--- src/rtl/dpt_pkg.sv ---
// Shared helpers for the dual-pixel timing generator.
// Assumes callers pass bounds with lo <= hi; when make_even is set,
// lo must be even so rounding down cannot leave the legal window.
package dpt_pkg;

    // Limit a requested total to [lo, hi], optionally rounding down to even.
    function automatic int clamp_total(input int val, input int lo, input int hi,
                                       input bit make_even);
        int r;
        r = val;
        if (r < lo) r = lo;
        if (r > hi) r = hi;
        if (make_even) r = r & ~1;
        return r;
    endfunction

endpackage

--- src/rtl/dpt_total_latch.sv ---
// Holds the line and frame totals used by the counters.
// The requested values are made legal (range-limited, line total even)
// and captured during reset and on the last clock of each frame only.
// Assumes H_TOTAL_MIN is even and every bound fits HW / VW bits.
module dpt_total_latch #(
    parameter int TOT_W       = 12,
    parameter int H_TOTAL_MIN = 1024,
    parameter int H_TOTAL_MAX = 1120,
    parameter int V_TOTAL_MIN = 1090,
    parameter int V_TOTAL_MAX = 1220,
    parameter int HW          = 11,
    parameter int VW          = 11
) (
    input  logic             clk,
    input  logic             rst_n,
    input  logic             load,
    input  logic [TOT_W-1:0] h_req,
    input  logic [TOT_W-1:0] v_req,
    output logic [HW-1:0]    h_tot,
    output logic [VW-1:0]    v_tot
);
    import dpt_pkg::*;

    localparam logic [HW-1:0] H_LO = HW'(H_TOTAL_MIN);
    localparam logic [HW-1:0] H_HI = HW'(H_TOTAL_MAX);
    localparam logic [VW-1:0] V_LO = VW'(V_TOTAL_MIN);
    localparam logic [VW-1:0] V_HI = VW'(V_TOTAL_MAX);

    logic [HW-1:0] h_legal;
    logic [VW-1:0] v_legal;

    // Legalise the requests every cycle; they are used only when captured.
    always_comb begin
        h_legal = HW'(clamp_total(int'(h_req), H_TOTAL_MIN, H_TOTAL_MAX, 1'b1));
        v_legal = VW'(clamp_total(int'(v_req), V_TOTAL_MIN, V_TOTAL_MAX, 1'b0));
    end

    // Capture the legal totals in reset and at each frame boundary.
    always_ff @(posedge clk) begin
        if (!rst_n || load) begin
            h_tot <= h_legal;
            v_tot <= v_legal;
        end
    end

    // the line total in use is always even and inside its window.
    assert_h_legal_R6: assert property (@(posedge clk) disable iff (!rst_n)
        (h_tot[0] == 1'b0) && (h_tot >= H_LO) && (h_tot <= H_HI));

    // the frame total in use stays inside its window.
    assert_v_legal_R7: assert property (@(posedge clk) disable iff (!rst_n)
        (v_tot >= V_LO) && (v_tot <= V_HI));

    // totals never move except at a frame boundary.
    assert_hold_R5: assert property (@(posedge clk) disable iff (!rst_n)
        !load |=> ($stable(h_tot) && $stable(v_tot)));

endmodule

--- src/rtl/dpt_raster.sv ---
// Raster counters and decode for a two-pixels-per-clock panel.
// Counts pair positions per line and lines per frame against the
// latched totals, and decodes data enable, coordinates, frame start
// and the optional sync pulses. A run flag keeps every output low in
// reset; the first clock after reset is position (0,0).
// Assumes totals exceed the active sizes plus the sync windows.
module dpt_raster #(
    parameter int H_ACTIVE = 960,
    parameter int V_ACTIVE = 1080,
    parameter int HW       = 11,
    parameter int VW       = 11,
    parameter int XW       = 10,
    parameter int YW       = 11,
    parameter bit SYNC_EN  = 1'b1,
    parameter int H_FP     = 16,
    parameter int H_SW     = 16,
    parameter int V_FP     = 2,
    parameter int V_SW     = 3
) (
    input  logic          clk,
    input  logic          rst_n,
    input  logic [HW-1:0] h_tot,
    input  logic [VW-1:0] v_tot,
    output logic          run,
    output logic          frame_end,
    output logic          frame_start,
    output logic          de,
    output logic [XW-1:0] x_pair,
    output logic [YW-1:0] y_line,
    output logic          hsync,
    output logic          vsync
);
    localparam logic [HW-1:0] H_ACT  = HW'(H_ACTIVE);
    localparam logic [VW-1:0] V_ACT  = VW'(V_ACTIVE);
    localparam logic [HW-1:0] HS_BEG = HW'(H_ACTIVE + H_FP);
    localparam logic [HW-1:0] HS_END = HW'(H_ACTIVE + H_FP + H_SW);
    localparam logic [VW-1:0] VS_BEG = VW'(V_ACTIVE + V_FP);
    localparam logic [VW-1:0] VS_END = VW'(V_ACTIVE + V_FP + V_SW);

    logic [HW-1:0] h_cnt;
    logic [VW-1:0] v_cnt;
    logic          line_end;

    // Detect the last pair of a line and the last clock of a frame.
    always_comb begin
        line_end  = run && (h_cnt == h_tot - HW'(1));
        frame_end = line_end && (v_cnt == v_tot - VW'(1));
    end

    // Advance the pair and line counters once running.
    always_ff @(posedge clk) begin
        if (!rst_n) begin
            run   <= 1'b0;
            h_cnt <= '0;
            v_cnt <= '0;
        end else if (!run) begin
            run <= 1'b1;
        end else if (line_end) begin
            h_cnt <= '0;
            v_cnt <= frame_end ? '0 : v_cnt + VW'(1);
        end else begin
            h_cnt <= h_cnt + HW'(1);
        end
    end

    // Decode active window, coordinates and frame start.
    always_comb begin
        de          = run && (h_cnt < H_ACT) && (v_cnt < V_ACT);
        frame_start = run && (h_cnt == '0) && (v_cnt == '0);
        x_pair      = de ? h_cnt[XW-1:0] : '0;
        y_line      = de ? v_cnt[YW-1:0] : '0;
    end

    generate
        if (SYNC_EN) begin : g_sync
            // Decode sync windows from the counters.
            always_comb begin
                hsync = run && (h_cnt >= HS_BEG) && (h_cnt < HS_END);
                vsync = run && (v_cnt >= VS_BEG) && (v_cnt < VS_END);
            end
        end else begin : g_nosync
            // Panel works from data enable alone: syncs stay idle.
            always_comb begin
                hsync = 1'b0;
                vsync = 1'b0;
            end
        end
    endgenerate

    // the pair counter never reaches the line total.
    assert_h_bound_R4: assert property (@(posedge clk) disable iff (!rst_n)
        run |-> (h_cnt < h_tot));

    // the line counter never reaches the frame total.
    assert_v_bound_R4: assert property (@(posedge clk) disable iff (!rst_n)
        run |-> (v_cnt < v_tot));

    // frame start lasts a single clock.
    assert_fs_single_R4: assert property (@(posedge clk) disable iff (!rst_n)
        frame_start |=> !frame_start);

    // the first clock of a frame is an active pair.
    assert_fs_active_R2: assert property (@(posedge clk) disable iff (!rst_n)
        frame_start |-> de);

endmodule

--- src/rtl/dpt_pwm_ref.sv ---
// Half-duty reference at three times the frame rate.
// Period P is one third of the frame length in clocks, rounded down;
// the third period stretches to the frame end to absorb the remainder.
// The phase restarts on the clock that follows each frame end.
// Assumes the frame length is at least 3 clocks.
module dpt_pwm_ref #(
    parameter int HW = 11,
    parameter int VW = 11
) (
    input  logic          clk,
    input  logic          rst_n,
    input  logic          run,
    input  logic          frame_end,
    input  logic [HW-1:0] h_tot,
    input  logic [VW-1:0] v_tot,
    output logic          pwm
);
    localparam int FW = HW + VW;

    logic [FW-1:0] frame_len;
    logic [FW-1:0] period;
    logic [FW-1:0] half;
    logic [FW-1:0] p_cnt;
    logic [1:0]    third;

    // Derive period and high time from the totals in use.
    always_comb begin
        frame_len = FW'(h_tot) * FW'(v_tot);
        period    = frame_len / FW'(3);
        half      = period >> 1;
        pwm       = run && (p_cnt < half);
    end

    // Step the phase counter; the last third runs until frame end.
    always_ff @(posedge clk) begin
        if (!rst_n || !run || frame_end) begin
            p_cnt <= '0;
            third <= 2'd0;
        end else if ((third != 2'd2) && (p_cnt == period - FW'(1))) begin
            p_cnt <= '0;
            third <= third + 2'd1;
        end else begin
            p_cnt <= p_cnt + FW'(1);
        end
    end

    // no fourth period is ever started within a frame.
    assert_third_R10: assert property (@(posedge clk) disable iff (!rst_n)
        third != 2'd3);

    // in the first two thirds the counter stays below one period.
    assert_period_R10: assert property (@(posedge clk) disable iff (!rst_n)
        (third != 2'd2) |-> (p_cnt < period));

endmodule

--- src/rtl/dual_pixel_timing_gen.sv ---
// Top of the dual-pixel display timing generator.
// Connects the total latch, the raster counters and the frame-locked
// reference generator. Totals are sampled at frame boundaries only.
// Assumes bounds and sync windows are consistent (see submodules).
module dual_pixel_timing_gen #(
    parameter int TOT_W       = 12,
    parameter int H_ACTIVE    = 960,
    parameter int V_ACTIVE    = 1080,
    parameter int H_TOTAL_MIN = 1024,
    parameter int H_TOTAL_MAX = 1120,
    parameter int V_TOTAL_MIN = 1090,
    parameter int V_TOTAL_MAX = 1220,
    parameter bit SYNC_EN     = 1'b1,
    parameter int H_FP        = 16,
    parameter int H_SW        = 16,
    parameter int V_FP        = 2,
    parameter int V_SW        = 3
) (
    input  logic                        clk,
    input  logic                        rst_n,
    input  logic [TOT_W-1:0]            h_total_in,
    input  logic [TOT_W-1:0]            v_total_in,
    output logic                        de,
    output logic                        hsync,
    output logic                        vsync,
    output logic [$clog2(H_ACTIVE)-1:0] x_pair,
    output logic [$clog2(V_ACTIVE)-1:0] y_line,
    output logic                        frame_start,
    output logic                        pwm_out
);
    localparam int HW = $clog2(H_TOTAL_MAX + 1);
    localparam int VW = $clog2(V_TOTAL_MAX + 1);
    localparam int XW = $clog2(H_ACTIVE);
    localparam int YW = $clog2(V_ACTIVE);

    logic [HW-1:0] h_tot;
    logic [VW-1:0] v_tot;
    logic          run;
    logic          frame_end;

    dpt_total_latch #(
        .TOT_W(TOT_W), .H_TOTAL_MIN(H_TOTAL_MIN), .H_TOTAL_MAX(H_TOTAL_MAX),
        .V_TOTAL_MIN(V_TOTAL_MIN), .V_TOTAL_MAX(V_TOTAL_MAX), .HW(HW), .VW(VW)
    ) u_latch (
        .clk(clk), .rst_n(rst_n), .load(frame_end),
        .h_req(h_total_in), .v_req(v_total_in),
        .h_tot(h_tot), .v_tot(v_tot)
    );

    dpt_raster #(
        .H_ACTIVE(H_ACTIVE), .V_ACTIVE(V_ACTIVE), .HW(HW), .VW(VW),
        .XW(XW), .YW(YW), .SYNC_EN(SYNC_EN),
        .H_FP(H_FP), .H_SW(H_SW), .V_FP(V_FP), .V_SW(V_SW)
    ) u_raster (
        .clk(clk), .rst_n(rst_n), .h_tot(h_tot), .v_tot(v_tot),
        .run(run), .frame_end(frame_end), .frame_start(frame_start),
        .de(de), .x_pair(x_pair), .y_line(y_line),
        .hsync(hsync), .vsync(vsync)
    );

    dpt_pwm_ref #(
        .HW(HW), .VW(VW)
    ) u_pwm (
        .clk(clk), .rst_n(rst_n), .run(run), .frame_end(frame_end),
        .h_tot(h_tot), .v_tot(v_tot), .pwm(pwm_out)
    );

    // the reference is high on every frame start clock.
    assert_pwm_phase_R11: assert property (@(posedge clk) disable iff (!rst_n)
        frame_start |-> pwm_out);

    // nothing is driven while reset is held.
    assert_reset_quiet_R1: assert property (@(posedge clk)
        !rst_n |=> (!rst_n -> (!de && !frame_start && !pwm_out)));

endmodule

--- config.mk ---
export PLATFORM = sky130hd
export DESIGN_NAME = dual_pixel_timing_gen
export DESIGN_NICKNAME = d
export VERILOG_FILES = /design/src/rtl/dpt_pkg.sv /design/src/rtl/dpt_total_latch.sv /design/src/rtl/dpt_raster.sv /design/src/rtl/dpt_pwm_ref.sv /design/src/rtl/dual_pixel_timing_gen.sv
export SDC_FILE = /design/constraint.sdc
export NUM_CORES = 1
export LEC_CHECK = 0
export ABC_CLOCK_PERIOD_IN_PS = 12300
export BUFFER_PORTS_ARGS = -buffer_cell sky130_fd_sc_hd__buf_2
export CAP_MARGIN = 20
export CORE_MARGIN = 3
export CORE_UTILIZATION = 59
export DETAILED_ROUTE_END_ITERATION = 8
export PLACE_DENSITY = 0.77
export SYNTH_ARGS = -nofsm -noshare
export SYNTH_HDL_FRONTEND = slang
export SYNTH_HIERARCHICAL = 1
export SYNTH_SLANG_ARGS = --single-unit
--- constraint.sdc ---
create_clock -name clk -period 12.3 [get_ports clk]
set_input_delay 2.46 -clock clk [delete_from_list [all_inputs] [get_ports clk]]
set_output_delay 2.46 -clock clk [all_outputs]
set_load 0.005 [all_outputs]
* Word level (Yosys, flattened, before mapping)
Index checks and enable logic that the tools add are counted.
** Cells by class
- Reductions and logical operators :: 21
- Equal/unequal tests :: 4
- Add/sub/neg operators :: 7
- $mul :: 1
- Div/mod/pow operators :: 1
- $lt $le $gt $ge :: 11
- Mux-type cells :: 7
** Operators by type and width (count)
- two-way mux 11 bit :: 3
- > comparator 12 x 11 -> 1 bit, second input constant :: 2
- < comparator 12 x 11 -> 1 bit, second input constant :: 2
- two-way mux 12 bit :: 2
- adder 11 x 1 -> 11 bit, second input constant :: 2
- adder 22 x 1 -> 22 bit, second input constant :: 1
- divider 22 x 2 -> 22 bit, second input constant :: 1
- == test 11 bit :: 2
- == test 22 bit :: 1
- zero test 11 bit :: 2
- < comparator 11 x 10 -> 1 bit, second input constant :: 2
- < comparator 11 bit, second input constant :: 2
- < comparator 22 x 21 -> 1 bit :: 1
- subtractor 11 x 1 -> 11 bit, second input constant :: 2
- subtractor 22 x 1 -> 22 bit, second input constant :: 1
- multiplier 10 x 11 -> 21 bit :: 1
- logical AND 1 bit :: 12
- greater-or-equal comparator 11 x 10 -> 1 bit, second input constant :: 1
- greater-or-equal comparator 11 bit, second input constant :: 1
- two-way mux 10 bit :: 1
- logical OR 1 bit :: 3
- adder 2 x 1 -> 2 bit, second input constant :: 1
- zero test 1 bit :: 2
- != test 2 bit, second input constant :: 1
- other kinds (3) :: 3
** Word-level totals
- Word-level logic and storage cells :: 59
- Input port bits :: 26
- Output and inout port bits :: 26
- Register bits :: 68

* Longest topological paths before layout
Gate-level depths: netlist of the first run.
- Depth in word-level cells :: 6
- Mapped depth :: 59
- Gate-level depth less buffers :: 52

* Cells and area by module
Netlist of the first run, hierarchy kept.
** Modules (own cells, without submodules)
- dpt_pwm_ref :: seq. area each 480.5 µm², instances 1, area each 8986.1 µm², cells each 1198
- dpt_raster :: seq. area each 460.4 µm², instances 1, area each 2123.3 µm², cells each 287
- dpt_total_latch :: seq. area each 630.6 µm², instances 1, area each 937.1 µm², cells each 61

* Worst setup path after synthesis of the first run
Ideal clock, no wire load.
- Path kind :: reg-to-output
- Start :: register u_latch.h_tot[3]
- End :: output pwm_out
- Setup slack :: -0.168 ns
- Stages on the path, launching flop included :: 43
- Buffers on the path :: 6
- Data required time :: 9.840 ns
- Data arrival time :: 10.008 ns
- Cell sequence :: edfxtp_1 > clkbuf_1 > nand2_1 > fa_1 > fa_1 > inv_1 > fa_1 > fa_1 > inv_1 > fa_1 > inv_1 > ha_1 > buf_2 > a21o_1 > a311oi_2 > o31ai_4 > and4_1 > or3_1 > (+7 left out) > o41ai_4 > a21o_1 > buf_2 > a41oi_1 > a21o_1 > and3_1 > buf_2 > o211ai_1 > nand3_1 > xnor2_1 > ha_1 > clkbuf_1 > nor2_1 > o21a_1 > o21a_1 > o21ai_0 > nand2b_1 > a41oi_1
** On the way
- Cells in the longest elaborated chain, start to end :: 4
** RTL lines
- start, declared :: line dpt_total_latch.sv:19 : output logic [HW-1:0] h_tot,
- start signal, assigned :: line dpt_total_latch.sv:41 : h_tot <= h_legal;
- multiplier 10 x 11 -> 21 bit :: line dpt_pwm_ref.sv:28 : frame_len = FW'(h_tot) * FW'(v_tot);
- divider 22 x 2 -> 22 bit :: line dpt_pwm_ref.sv:29 : period = frame_len / FW'(3);
- < comparator 22 x 21 -> 1 bit :: line dpt_pwm_ref.sv:31 : pwm = run && (p_cnt < half);
- logical AND 1 bit :: line dpt_pwm_ref.sv:31
- end, declared :: line dual_pixel_timing_gen.sv:29 : output logic pwm_out
No other way between the ends.

* Worst setup path after layout of the first run
- Start :: register u_latch.v_tot[4]
- End :: output pwm_out
** On the way
- Cells in the longest elaborated chain, start to end :: 4
** RTL lines
- start, declared :: line dpt_total_latch.sv:20 : output logic [VW-1:0] v_tot
- start signal, assigned :: line dpt_total_latch.sv:42 : v_tot <= v_legal;
- multiplier 10 x 11 -> 21 bit :: line dpt_pwm_ref.sv:28
- divider 22 x 2 -> 22 bit :: line dpt_pwm_ref.sv:29
- < comparator 22 x 21 -> 1 bit :: line dpt_pwm_ref.sv:31
- logical AND 1 bit :: line dpt_pwm_ref.sv:31
No other way between the ends.

==> results.txt, run 1 <==
* Number of vias per cell: between 6 and 7
* Violation count after the first detailed-routing iteration: 1218
- Counting instances, the worst hold path has a depth of 2.
- Of the synthesized area, sequential elements account for about an eighth.
* RSZ-0062 raised after global routing: yes
- Fraction of final layout cells sized beyond drive strength 1: 25.7%
- Measured along the y axis, the die boundary spans 149 um.
- Fraction of synthesized cell area taken by the top area cell type: 13.3%
- EDFF count, synth: 21
- Floorplan die width: 149 um
- The number of global-route vias before repair is 11.9k.
- Post-detailed-route DRC marker count: 0
- Final setup fails: 1
- Once the floorplan was initialized, standard cells occupied 60.9% of the core.
- Critical path capture point type: primary output
* Multi-input gate area in the final layout: 0.0107 mm2
- Max Fclk: around 80 MHz
* H-tree level count: 3
* Status: finished, violations left
* Total core area: 0.0198 mm2
* Clock-pin slew on the worst setup and hold paths: roughly 60 ps
- Number of buffers added by the clock tree synthesis step: 9
- STA puts the critical path data arrival time at 10100 ps.
- Flop2flop setup slack: 150 ps
- Cell Rows: 51
- In the global route stage, overall resource usage came out at 30.4%.
* Maximum count of clock buffers along a single path: 2
* Post-route cell area: 0.0151 mm2
* Top cells by area, synth: sky130_fd_sc_hd__fa_1, sky130_fd_sc_hd__ha_1, sky130_fd_sc_hd__dfxtp_1, sky130_fd_sc_hd__nand2_1, sky130_fd_sc_hd__edfxtp_1
- Inserted Diodes: 0
* Initial antenna violation count: 0
* Path type of the worst setup path: reg2out
- Post-Place Cell Area: approximately 0.013 mm2
* End of the worst register-to-register path: u_pwm/third[0]
- The final reports fail on setup timing.
- The detailed router placed 12.6k vias in this run.
- Data required time at the worst endpoint: 9840 ps
- The path with the worst hold slack has its endpoint at u_pwm/third[1].
* Slew at the pin with the worst max-slew slack: 1050 ps
- The worst hold path belongs to the class reg2reg.
- CTS Hold Buffers Added: 0
- The count of nets left with antenna violations once routing finished came out at 0.
- Path depth of the worst reg2reg path: between 50 and 60
- Startpoint of the worst-slack reg-to-reg timing path: u_latch/v_tot[4]
* Worst Skew: 7.28 ps
- The largest individual stage delay along the critical path comes from the cell sky130_fd_sc_hd__fa_1.
- Final Non-Filler Cells: 1989
- Across all setup checks in the final design, the least slack found is -261 ps.
- Average wire length per cell after detail routing: 18.8 um
- The first global-routing pass estimated 56800 um of wire.
* Post-synthesis async set-or-reset flop share: 0%
- Startpoint of the lowest-slack hold path: u_pwm/third[1]
* Place WS: -216 ps
* Maximum number of pins on one net before global-route repair: 23
* Area taken by flip-flops and latches: approximately 0.0016 mm2
- The die covers 0.0222 mm2.
- Worst slew margin: 29.3%
- The total overflow left after global routing is 0.
- Number of maximum-capacitance violations: 0
- HPWL reported at the end of detailed placement: 25400 um
- Final period util: 102%
- sky130_fd_sc_hd__fa_1 takes more of the synthesized area than any other cell.
- Total wire length: 37300 um
* Unique cell type count in the Yosys netlist: 114
* Delay of the slowest cell on the worst path: ~600 ps
* Number of flip-flops and latches in the synthesized netlist: 68
- Clock root buffer master: sky130_fd_sc_hd__clkbuf_16
* Io pins: 52
- At the later pin of the worst-skew pair, clock insertion delay measures approximately 340 ps.
- In this run the worst path has a maximum fanout of 7.
* Number of instances in the synthesized netlist: 1546
- Kind of start point of the critical path: flop
* # fillers: about 1.4k
- TritonCTS built the clock tree.
* Synth-to-layout area growth: 25.0%
- Cell total after placement: about 1.9k
* Worst hold slack: 487 ps
* Buffers added on ports: 51
* Total count of max-transition violations in the final report: 0
* Number of nets in the finished design: 1914
- Main flop type after synthesis: sky130_fd_sc_hd__dfxtp_1
* Initial DRT Pass Iterations: 7
* Crit path time final: 12560 ps
- Total number of yosys warnings: 6
- Total standard cell area after synthesis: about 0.012 mm2
- Sinks on the clock net: 68
* Count of endpoints failing hold in the final timing report: 0
* GPL Wtd Cong: 0.956
- Synthesized area per cell: 7.79 um2
==> per-stage QoR <==
stage | util [%] | TNS [ps]
finish | 76.1 | -261
detailed placement | 65.4 | -2220
CTS | 71.3 | 0
global route | 76.1 | -5100
floorplan | - | 0
global placement | 65.4 | -235
==> sequential cells by signal, summed over array words and instances (netlist names) <==
name,count
u_latch/h_tot,10
u_raster/run,1
u_latch/v_tot,11
u_pwm/third,2
u_pwm/p_cnt,22
u_raster/h_cnt,11
u_raster/v_cnt,11
==> placed cells by master (no fill, tap or decap), types with 8 or more instances in the layout <==
master                      Yosys  final
sky130_fd_sc_hd__a211oi_1      18     11
sky130_fd_sc_hd__a211oi_2       4      8
sky130_fd_sc_hd__a21o_1        14     13
sky130_fd_sc_hd__a21oi_1       60     49
sky130_fd_sc_hd__a21oi_2        2     11
sky130_fd_sc_hd__a31oi_1       15     14
sky130_fd_sc_hd__and2_1        93     89
sky130_fd_sc_hd__and3_1        20     16
sky130_fd_sc_hd__buf_2         17     51
sky130_fd_sc_hd__buf_4          2    156
sky130_fd_sc_hd__buf_6          4     26
sky130_fd_sc_hd__clkbuf_16      0      9
sky130_fd_sc_hd__conb_1         2      8
sky130_fd_sc_hd__dfxtp_1       47     47
sky130_fd_sc_hd__edfxtp_1      21     21
sky130_fd_sc_hd__fa_1          80     77
sky130_fd_sc_hd__ha_1          89     74
sky130_fd_sc_hd__ha_4           0     12
sky130_fd_sc_hd__inv_1        118    116
sky130_fd_sc_hd__nand2_1      169    159
sky130_fd_sc_hd__nand2_2        0      9
sky130_fd_sc_hd__nand2b_1      16     15
sky130_fd_sc_hd__nand3_1       54     50
sky130_fd_sc_hd__nand4_1       28     28
sky130_fd_sc_hd__nor2_1       128    123
sky130_fd_sc_hd__nor2b_1        8      8
sky130_fd_sc_hd__nor3_1        38     32
sky130_fd_sc_hd__nor3b_1        9      8
sky130_fd_sc_hd__nor4_1        20     15
sky130_fd_sc_hd__o211ai_1      16     16
sky130_fd_sc_hd__o21a_1         9      9
sky130_fd_sc_hd__o21ai_0       63     49
sky130_fd_sc_hd__o21ai_1        6     13
sky130_fd_sc_hd__o21ai_2        1      8
sky130_fd_sc_hd__o22ai_1        8      8
sky130_fd_sc_hd__or3_1         16     13
sky130_fd_sc_hd__xnor2_1       60     58
sky130_fd_sc_hd__xor2_1        48     47
==> cell usage after synthesis, types with 38 or more instances <==
cell type / count
sky130_fd_sc_hd__xor2_1: 48
sky130_fd_sc_hd__clkbuf_1: 58
sky130_fd_sc_hd__a21oi_1: 60
sky130_fd_sc_hd__nand3_1: 54
sky130_fd_sc_hd__dfxtp_1: 47
sky130_fd_sc_hd__xnor2_1: 60
sky130_fd_sc_hd__o21ai_0: 63
sky130_fd_sc_hd__nor3_1: 38
sky130_fd_sc_hd__fa_1: 80
sky130_fd_sc_hd__nand2_1: 169
sky130_fd_sc_hd__and2_1: 93
sky130_fd_sc_hd__nor2_1: 128
sky130_fd_sc_hd__ha_1: 89
sky130_fd_sc_hd__inv_1: 118
==> layer usage <==
metal | share of wire (%) | GRT usage (%)
met3 | 6.7 | 3.34
met5 | 0 | 0
met2 | 49 | 52.0
met4 | 3.8 | 11.4
met1 | 40 | 39.6
==> layout make-up <==
cell class	instances	share of cell area, %
Clock buffer	9	1.50
Clock inverter	7	0.540
Inverter	119	2.97
Multi-Input combinational cell	1288	70.9
Sequential cell	68	10.4
Tap cell	265	2.20
Timing Repair Buffer	233	11.4
==> worst max-delay path by stage <==
stage | startpoint | cells after the start | to | slack, ps
global placement | u_latch/v_tot[6] | 40 | pwm_out | -230
CTS | u_latch/v_tot[4] | 41 | pwm_out | 4
detailed placement | u_latch/v_tot[4] | 41 | pwm_out | -220
finish | u_latch/v_tot[4] | 38 | pwm_out | -260
floorplan | u_latch/v_tot[8] | 42 | pwm_out | 7
global route | u_latch/v_tot[4] | 40 | pwm_out | -740
==> cell families (layout without fill, tap and decap cells) <==
group,count (synthesis),after routing,synth area share (%)
flip-flops,68,68,13.0
multiplexers,10,10,0.883
other,2,8,0.0623
adder cells (fa/ha/maj),169,169,22.5
XOR/XNOR,111,111,8.31
buffers and inverters,202,368,6.78
AO/OA/AOI/OAI,316,318,19.1
AND/OR/NAND/NOR,668,672,29.3
==> worst max-delay path: cells and delay by family (launching register included) <==
kind	cells	cell delay (ps)
compound gates	15	3490
xor+xnor	1	290
fa+ha+maj	6	2700
buf+inv	5	730
flops	1	550
mux	2	410
simple gates	9	1570
==> timing repair <==
item,4_1_cts,5_1_grt
setup endpoints to repair,24,25
gates cloned,2,4
gates resized for setup,86,119
endpoints found under the hold margin,0,0
buffers inserted,53,44
pin swaps,36,87
Power of run 1 is not shown: default switching activity piles up to over one toggle a cycle in this logic, so the estimate is an artifact.
==> run 2: changes to the inputs <==
Settings changed: ABC_AREA from default to 1, MAX_ROUTING_LAYER from default to met4.
==> results.txt, run 2 <==
* Data required time at the worst endpoint: 9840 ps (about the same)
- The I/O pin count was 52 (unchanged).
- The global routing stage identified its most utilized layer as met2.
- Final setup fails: 14 (+13)
- The worst setup path is launched from a flop.
- Reg with most FFs: u_pwm/p_cnt
* Number of vias per cell: 5.36 (-15%)
- Max FO, Critical Path: 4 (-3)
* Maximum count of clock buffers along a single path: 2 (unchanged)
* Number of flip-flops in the largest register: 22 (unchanged)
* Total gr overflow: 0 (unchanged)
- Via count of the first global-routing pass: 10.8k (-9.4%)
- The mean routed wirelength per cell is 14.4 um (-23%).
- The global routing usage on met2 is 48.8% (-3.2 points).
* # fillers: 1509 (+9.1%)
- Clock root buffer master: sky130_fd_sc_hd__clkbuf_16
- The slack of the critical path was -833 ps (-571 ps).
* Worst Skew: 9.98 ps (+2.70 ps)
- Startpoint of the lowest-slack hold path: u_raster/v_cnt[6]
- Among the stages of the critical path, the cell type that occurs most often is sky130_fd_sc_hd__nand2_2.
- HP Class: reg2reg
- Floorplan die width: 145 um (-2.4%)
- For hold timing, the worst endpoint is u_raster/v_cnt[6].
- Status: finished, violations left
- Hold Path Stages: 2 (unchanged)
- Total wire length: 31200 um (-16%)
- TritonCTS built the clock tree.
* Inserted Diodes: 0 (unchanged)
- The mean instance size in the synthesized netlist was 6.60 um2 (-15%).
- Buffers added on ports: 51 (unchanged)
- The count of buffering cells on the critical path with inverters included came to 13 (+8).
* Total number of yosys warnings: 6 (unchanged)
* Worst path top cell family by delay: adder cells
- The final period demand of the worst path was 13130 ps (+571 ps).
- The detailed-placement wirelength estimate is 22700 um (-11%).
* Post-detailed-route DRC marker count: 0 (unchanged)
- Startpoint of the worst setup timing path: u_latch/v_tot[5]
- The setup slack of the most critical reg-to-reg path is -20 ps (-170 ps).
* Most frequent standard cell in the layout excluding fill and tap cells: sky130_fd_sc_hd__nand2_1
* Total GRT Usage: 27.5% (-2.8 points)
* Path depth of the worst reg2reg path: 87 (+64%)
- Die outline area: 0.0211 mm2 (-4.6%)
- RSZ-0062 raised after global routing: yes
- Post-synth top area cell: sky130_fd_sc_hd__nand2_1
- Post-synthesis async set-or-reset flop share: 0% (unchanged)
- The smallest hold slack was 527 ps (+39.5 ps).
* Final period util: 107% (+4.6 points)
- The sequential area share after synthesis was 13.7% (+0.66 points).
- Delay of the slowest cell on the worst path: 550 ps (-50 ps)
- For this design, the slowest cell found on the critical path is sky130_fd_sc_hd__fa_1.
* Residual antenna-violating net count after detailed routing: 0 (unchanged)
* Total core area: 0.0189 mm2 (-4.5%)
- Startpoint of the worst-slack reg-to-reg timing path: u_latch/v_tot[5]
* Sinks on the clock net: 68 (unchanged)
- The number of antenna violations at the first check in global routing is 0 (unchanged).
- Main flop type after synthesis: sky130_fd_sc_hd__dfxtp_1
- The TritonCTS buffer count is 9 (unchanged).
- Via count of the routed design: 11.6k (-7.9%)
- End of the worst register-to-register path: u_pwm/p_cnt[19]
- Fraction of synthesized cell area taken by the top area cell type: 14.9% (+1.6 points)
- The initial core utilization was 60.7% (-0.22 points).
* Max Fclk: 76.1 MHz (-4.4%)
- Failing checks: setup timing
- The data arrival time at the worst-slack endpoint came to 10670 ps (+570 ps).
- EDFF count, synth: 21 (unchanged)
* Top cells by area, synth: sky130_fd_sc_hd__nand2_1, sky130_fd_sc_hd__fa_1, sky130_fd_sc_hd__inv_1, sky130_fd_sc_hd__ha_1, sky130_fd_sc_hd__dfxtp_1
* Total count of max-transition violations in the final report: 0 (unchanged)
- The count of nets after finishing is 2093 (+9.4%).
- Initial DRT Pass Iterations: 6 (-1)
- The worst max-slew margin expressed relative to the limit came to 7.68% (-22 points).
- The weighted congestion at the end of routability-driven global placement came to 0.925 (-3.2%).
* Violation count after the first detailed-routing iteration: 764 (-37%)
* Synth-to-layout area growth: 21.8%
- Critical path capture point type: primary output
- Die H: 145 um (-2.4%)
- The met3 track demand over resource in global routing came to 2.65% (-0.70 points).
* CTS Hold Buffers Added: 0 (unchanged)
* Slew at the pin with the worst max-slew slack: 1380 ps (+329 ps)
- The share of layout cells above drive strength 1 came to 26.2% (+0.47 points).
- By startpoint and endpoint, the worst setup path is classified as reg2out.
* Worst-skew pair later-pin latency: 350 ps (about the same)
- The clock input transition at the sequential cells of the worst setup and hold paths came to 60 ps (about the same).
- Number of flip-flops and latches in the synthesized netlist: 68 (unchanged)
- The gate count of the mapped netlist was 1738 (+12%).
- Global-route wire length before repair: 47900 um (-16%)
* Count of endpoints failing hold in the final timing report: 0 (unchanged)
- The number of max-capacitance violations reported is 0 (unchanged).
- The total number of placement rows is 50 (-2.0%).
* Total standard cell area after synthesis: 0.0115 mm2 (-4.8%)
* H-tree level count: 3 (unchanged)
- Unique cell type count in the Yosys netlist: 55 (-52%)
- Maximum number of pins on one net before global-route repair: 23 (unchanged)
- The fraction of met1 tracks used by global routing was 32.9% (-6.7 points).
* Most common cell in the netlist: sky130_fd_sc_hd__nand2_1
- Top post-synthesis cells by count: sky130_fd_sc_hd__nand2_1, sky130_fd_sc_hd__inv_1, sky130_fd_sc_hd__nor2_1
- In the layout the commonest cells are sky130_fd_sc_hd__nand2_1, sky130_fd_sc_hd__inv_1, sky130_fd_sc_hd__nor2_1, sky130_fd_sc_hd__buf_4, sky130_fd_sc_hd__nand3_1.
* Logic depth of the worst setup path including buffers: 71 (+87%)
## run 2: changes by cell type in the layout (fill, tap and decap cells not counted), sizes merged, moves of 41 or more
cell / delta
buf: -64
and2: -92
nand2: +335
nor2: +69
inv: +260
xnor2: -41
## run 2: final cells by class
type	count	area, um2	share of cell area (%)
Clock buffer	11	253	1.81
Inverter	385	1460	10.4
Sequential cell	68	1570	11.3
Timing Repair Buffer	170	1300	9.33
Tap cell	260	325	2.33
Clock inverter	5	33.8	0.242
Multi-Input combinational cell	1264	9020	64.6
## run 2: stage by stage
stage / instance area (um2) / setup slack (ps) / std cells / util [%] / setup TNS, ps
3_5_place_dp: 12300 / -268 / 2077 / 65.2 / -268
2_1_floorplan: 11500 / 289 / 1744 / - / 0
4_1_cts: 12900 / -452 / 2117 / 68.5 / -452
5_1_grt: 14000 / -1490 / 2163 / 73.9 / -19690
6_report: 14000 / -833 / 2163 / 73.9 / -1010
3_3_place_gp: 12300 / 65.7 / 2077 / 65.2 / 0
## run 2: logic make-up (layout without fill, tap and decap cells)
family,count (synthesis),after routing,synth area share (%)
simple gates,878,881,35.4
buf+inv,415,571,14.1
fa+ha+maj,169,169,23.7
compound gates,137,137,7.66
xor+xnor,69,69,5.40
flops,68,68,13.7
other cells,2,8,0.0655
## run 2: worst max-delay path by stage
stage / endpoint / slack [ps]
2_1_floorplan: pwm_out / 290
4_1_cts: pwm_out / -450
3_3_place_gp: pwm_out / 70
6_report: pwm_out / -830
3_5_place_dp: pwm_out / -270
5_1_grt: pwm_out / -1490
## run 2: tightest hold or removal path: cells and delay by family (launching register included)
kind / cells / cell delay, ps
flops: 1 / 340
simple gates: 1 / 90
compound gates: 1 / 40
## run 2: per-layer routing
layer | part of all wire (%) | wire, um
met1 | 40 | 12600
met2 | 51 | 15800
met3 | 4.9 | 1520
met4 | 4.1 | 1270
met5 | 0 | 0
## run 2: repair_timing
action	4_1_cts	5_1_grt
cloned	0	4
gates resized for setup	27	163
buffers inserted	24	43
pin swaps	21	125
setup endpoints to repair	3	25
Power of run 2 is left out for the same reason.
